$ cat src/rtl/wchk_len_fifo.sv
module wchk_len_fifo #(
   parameter int unsigned WIDTH = 8,
   parameter int unsigned DEPTH = 4
) (
   input  logic                             clk,
   input  logic                             rst_n,
   input  logic                             push,
   input  logic [WIDTH-1:0]                 din,
   input  logic                             pop,
   output logic [WIDTH-1:0]                 dout,
   output logic                             empty,
   output logic                             full,
   output logic [$clog2(DEPTH+1)-1:0]       level
);

   localparam int unsigned PTR_W = $clog2(DEPTH);
   localparam int unsigned LVL_W = $clog2(DEPTH+1);

   generate
      if (DEPTH < 2 || (DEPTH & (DEPTH - 1)) != 0) begin : g_bad_depth
         $error("wchk_len_fifo: DEPTH must be a power of two, at least 2");
      end
   endgenerate

   logic [WIDTH-1:0] mem [DEPTH];
   logic [PTR_W-1:0] wr_ptr, rd_ptr;
   logic             pop_ok, push_ok;

   assign empty   = (level == '0);
   assign full    = (level == LVL_W'(DEPTH));
   assign pop_ok  = pop && !empty;
   assign push_ok = push && (!full || pop_ok);
   assign dout    = mem[rd_ptr];

   always_ff @(posedge clk) begin
      if (push_ok) begin
         mem[wr_ptr] <= din;
      end
   end

   always_ff @(posedge clk) begin
      if (!rst_n) begin
         wr_ptr <= '0;
         rd_ptr <= '0;
         level  <= '0;
      end else begin
         if (push_ok) wr_ptr <= wr_ptr + 1'b1;
         if (pop_ok)  rd_ptr <= rd_ptr + 1'b1;
         level <= level + LVL_W'(push_ok) - LVL_W'(pop_ok);
      end
   end

endmodule

$ cat config.mk
export PLATFORM = sky130hd
export DESIGN_NAME = wchk_len_fifo
export DESIGN_NICKNAME = d
export VERILOG_FILES = /design/src/rtl/wchk_len_fifo.sv
export SDC_FILE = /design/constraint.sdc
export NUM_CORES = 1
export LEC_CHECK = 0
export ABC_CLOCK_PERIOD_IN_PS = 5500
export BUFFER_PORTS_ARGS = -buffer_cell sky130_fd_sc_hd__buf_4
export CAP_MARGIN = 10
export CORE_ASPECT_RATIO = 0.8
export CORE_UTILIZATION = 59
export CTS_CLUSTER_SIZE = 30
export DETAILED_ROUTE_END_ITERATION = 16
export HOLD_SLACK_MARGIN = 0.03
export PLACE_DENSITY = 0.81
export SLEW_MARGIN = 10
export SYNTH_ARGS = -nofsm -noshare
export SYNTH_HDL_FRONTEND = slang
export SYNTH_SLANG_ARGS = --single-unit
$ cat constraint.sdc
create_clock -name clk -period 5.5 [get_ports clk]
set_input_delay 1.1 -clock clk [delete_from_list [all_inputs] [get_ports clk]]
set_output_delay 1.1 -clock clk [all_outputs]
set_load 0.01 [all_outputs]
# Yosys cells after proc, flatten, opt, wreduce, memory -nomap -nowiden
# Memories as Yosys holds them, arrays and structs flattened. A register that Yosys moved wholly into a read port is not among the register bits.
# Index checks and enable logic that the tools add are counted.
[totals] inputBits=12 output_inout_bits=13 wordCells=19 reg_bits=7 n_memories=1 mem_bits_rw=32
[mem_list] name="mem" words=4 word_bits=8 rd=1 rd_ports_with_merged_regs=1 write_ports=1 line_no="25" rtl="logic [WIDTH-1:0] mem [DEPTH];"
[classes] eq_ne=1 n_reduce_logical=6 mux=4 addsub=4
[ops] op="adder 2 x 1 -> 2 bit (second input constant)" count=2
[ops] op="2-to-1 mux 2 bit" count=2
[ops] op="adder 3 x 1 -> 3 bit" count=1
[ops] op="equality test 3 bit (second input constant)" count=1
[ops] op="logical NOT 3 bit" count=1
[ops] op="subtractor 3 x 1 -> 3 bit" count=1
[ops] op="logical AND 1 bit" count=2
[ops] op="logical NOT 1 bit" count=2
[ops] op="2-to-1 mux 1 bit" count=2
[ops] op="logical OR 1 bit" count=1

# Longest topological paths before layout
[depth] ltp_word=7 ltp_mapped=8 depth_no_buf=8

# Worst setup path after synthesis
# Ideal clock, no wire load.
[synth_timing] path_type="input to register" startpoint="input pop" endpoint="register level[2]" path_stages=8 setup_time_ps=115 required_ps=5385 t_arrival_ps=2487 n_path_buf=0 slack_ps=2898 path_cell_list="o31ai_2 or2_1 a21bo_1 ha_1 fa_1 xnor2_1 xnor2_1 and2_1"
[synth_between] elab_chain_len=5
[synth_lines] element="from (decl)" line_no="9" rtl="input logic pop,"
[synth_lines] element="logical AND 1 bit *" line_no="31" rtl="assign pop_ok = pop && !empty;"
[synth_lines] element="logical OR 1 bit" line_no="32" rtl="assign push_ok = push && (!full || pop_ok);"
[synth_lines] element="logical AND 1 bit" line_no="32"
[synth_lines] element="adder 3 x 1 -> 3 bit" line_no="49" rtl="level <= level + LVL_W'(push_ok) - LVL_W'(pop_ok);"
[synth_lines] element="subtractor 3 x 1 -> 3 bit *" line_no="49"
[synth_lines] element="to (signal assigned)" line_no="49"
[synth_lines] element="to (decl)" line_no="13" rtl="output logic [$clog2(DEPTH+1)-1:0] level"
# Every way passes the cells marked *; elsewhere a longest branch is shown, timed or not.
# A chain may end at the register's enable or synchronous reset.

==> impl_metrics.csv <==
group,metric,value,unit
power,vdd_ir_drop_max,0.000232,V
power,p_leak,0.691,nW
logic_synthesis,synth-seq-cells,41,
sta,clock.fmax,349,MHz
worst_setup_path,r2r-end,"level[2]",
cells_and_area,final_cell_mix,"edfxtp_1 (32), buf_4 (24), and2_1 (10)",
cells_and_area,drive_above_1_share,0.339,
logic_synthesis,synth_area_per_cell,18.3,µm²
cells_and_area,antenna_cells,0,
clocking,postCtsSetupBuffers,0,
clocking,hold_buffers,0,
logic_synthesis,synth_top_area_share,0.589,
floorplan,die_y,49.0,µm
cells_and_area,syn_to_final_growth,16.0,%
sta,period_share,0.521,
detailed_routing,viasPerCell,5.52,
detailed_routing,routedWlPerCell,16.5,µm
power,internal-power,579,µW
global_routing,grt_pass1_wl,4170,µm
global_routing,first_global_vias,866,
floorplan,start_util,0.646,
global_routing,grt_use_total,0.207,
logic_synthesis,synth_seq_area_share,0.700,
sta,setup_viol,0,
worst_setup_path,crit_path_end_kind,"output port",
power,swShare,0.291,
floorplan,io_pins,25,
logic_synthesis,synthCells,89,
min_path,hold_path_end,"wr_ptr[0]",
floorplan,fp.dieW,60.8,µm
global_routing,grt_start_max_net_pins,12,
worst_setup_path,cp_slowest_cell,"dfxtp_1",
sta,finalHoldViolCount,0,
worst_setup_path,path_max_fanout,8,
run,cap_violations,0,
cells_and_area,design_area,1890,µm²
cells_and_area,nNetsFinal,135,
clocking,cts_sinks,41,
power,pwr-share-clk,0.167,
worst_setup_path,crit_required,4.40,ns
outcome,status,"finished clean",
min_path,min_path_cells,2,
detailed_routing,first_iter_violations,26,
floorplan,fp.coreArea,2520,µm²
floorplan,rows,16,
worst_setup_path,start_kind,"flop",
cells_and_area,final_common_cell,"edfxtp_1",
clocking,clk_pin_slew_worst_paths,0.11,ns
sta,final_max_slew_viol_count,0,
worst_setup_path,path_buf_inv,1,
logic_synthesis,synth_cell_types,20,
min_path,min_path_type,"reg -> reg",
logic_synthesis,synth_top_area_cell,"edfxtp_1",
clocking,cts-resized-gates,0,
placement,io_buffers,24,
power,p_sw,238,µW
min_path,min-delay-start,"wr_ptr[0]",
placement,placed_cell_area,1840,µm²
clocking,root_buffer,"clkbuf_4",
power,pwr_density_cell,432,nW/µm²
detailed_routing,remaining_drc_errors,0,
power,seqPwrFrac,0.524,
sta,tns,0,ns
placement,place_congestion,0.785,
sta,tightestPinTransition,0.563,ns
global_routing,antenna_found_initial,0,
logic_synthesis,synth_area_leaders,"edfxtp_1 (59%), dfxtp_1 (11%), mux4_2 (11%)",
clocking,cts_tree,"built",
detailed_routing,routed_wl,2540,µm
clocking,clockBufferDepth,2,
worst_setup_path,cp.arrival,1.76,ns
clocking,clk_latency,0.33,ns
worst_setup_path,crit_family,"flip-flops",
worst_setup_path,r2r_cells,8,
detailed_routing,firstDrtPassIters,4,
sta,rsz0062_at_grt,"false",
floorplan,dieArea,2980,µm²
worst_setup_path,cp_slowest_stage_delay,0.69,ns
worst_setup_path,rrSetupSlack,3.22,ns
worst_setup_path,r2r_start,"level[1]",
logic_synthesis,yosys_warnings,0,
worst_setup_path,cp_cell_sequence,"mux4_2 -> buf_4",
logic_synthesis,syn_area,1630,µm²
detailed_routing,vias,850,
sta,slew_headroom,0.624,
clocking,cts-htree-levels,2,
logic_synthesis,synth_nets,107,
power,power_frac_comb,0.309,
detailed_routing,antenna_left,0,
sta,min_period,2.86,ns
global_routing,grt_overflow_total,0,
sta,skew,0.00802,ns
clocking,cts_buffers,5,
worst_setup_path,critPathKind,"reg -> out",
-- layer usage --
| layer | vias to the layer above | global-route usage | part of all wire |
|---|---|---|---|
| li1 | 388 | - | - |
| met1 | 430 | 0.298 | 0.46 |
| met2 | 29 | 0.313 | 0.47 |
| met3 | 3 | 0.0716 | 0.055 |
| met4 | 0 | 0.0341 | 0.0067 |
| met5 | - | 0 | 0 |
-- state kept, by name (all words and copies together) (netlist names), named ones only --
signal  cells
mem        32
level       3
wr_ptr      2
rd_ptr      2
-- final cells by class --
cell class,count,area (µm²)
Timing Repair Buffer,24,180
Inverter,4,15.0
Sequential cell,41,1140
Multi-Input combinational cell,41,462
Fill cell,165,631
Tap cell,36,45.0
Clock buffer,8,48.8
-- power by group through the flow --
stage               clock, mW  combinational, mW  sequential [mW]
floorplan                   0              0.171            0.412
global placement            0              0.247            0.432
detailed placement          0              0.254            0.436
CTS                     0.138              0.256            0.429
global route            0.150              0.276            0.437
finish                  0.136              0.252            0.429
-- worst reg2reg max path: stages, from the launching register on --
cell     delay [ns]
dfxtp_1        0.40
o31ai_2        0.36
or2_1          0.20
a21bo_1        0.22
ha_1           0.19
fa_1           0.38
xnor2_1        0.14
xnor2_1        0.13
and2_1         0.15
-- cell families (layout without fill, tap and decap cells) --
group,after synthesis,after routing,synth area share
compound gates,4,4,0.0261
xor+xnor,4,4,0.0215
fa+ha+maj,6,6,0.0507
flops,41,41,0.700
buf+inv,7,36,0.0169
mux,10,10,0.123
simple gates,17,17,0.0622
-- cell usage after synthesis --
library cell  number
nand2_1            4
xnor2_1            4
mux4_2             8
buf_1              1
or2_1              1
inv_1              4
nor3b_2            1
edfxtp_1          32
a21bo_1            1
a21boi_2           1
ha_1               5
and2_1            10
mux2i_1            2
buf_2              1
fa_1               1
o311ai_1           1
clkbuf_1           1
nor3_1             1
o31ai_2            1
dfxtp_1            9
-- stage by stage --
| step | hold WS, ns | setup WS (ns) | total power, mW | std cells | utilization |
|---|---|---|---|---|---|
| floorplan | 0.468 | 2.90 | 0.583 | 89 | - |
| global placement | 0.482 | 2.74 | 0.679 | 146 | 0.731 |
| detailed placement | 0.496 | 2.69 | 0.690 | 146 | 0.731 |
| CTS | 0.511 | 2.61 | 0.823 | 154 | 0.750 |
| global route | 0.546 | 2.52 | 0.862 | 154 | 0.750 |
| finish | 0.512 | 2.64 | 0.817 | 154 | 0.750 |
-- worst max path at each step --
stage               start        to  slack [ns]  depth (start not counted)
global placement      pop  level[2]        2.74                          9
global route         flop   dout[6]        2.52                          2
CTS                  flop   dout[6]        2.61                          2
detailed placement    pop  level[2]        2.69                          9
finish               flop   dout[6]        2.64                          2
floorplan             pop  level[2]        2.90                          8
(Power assumes the default switching activity.)
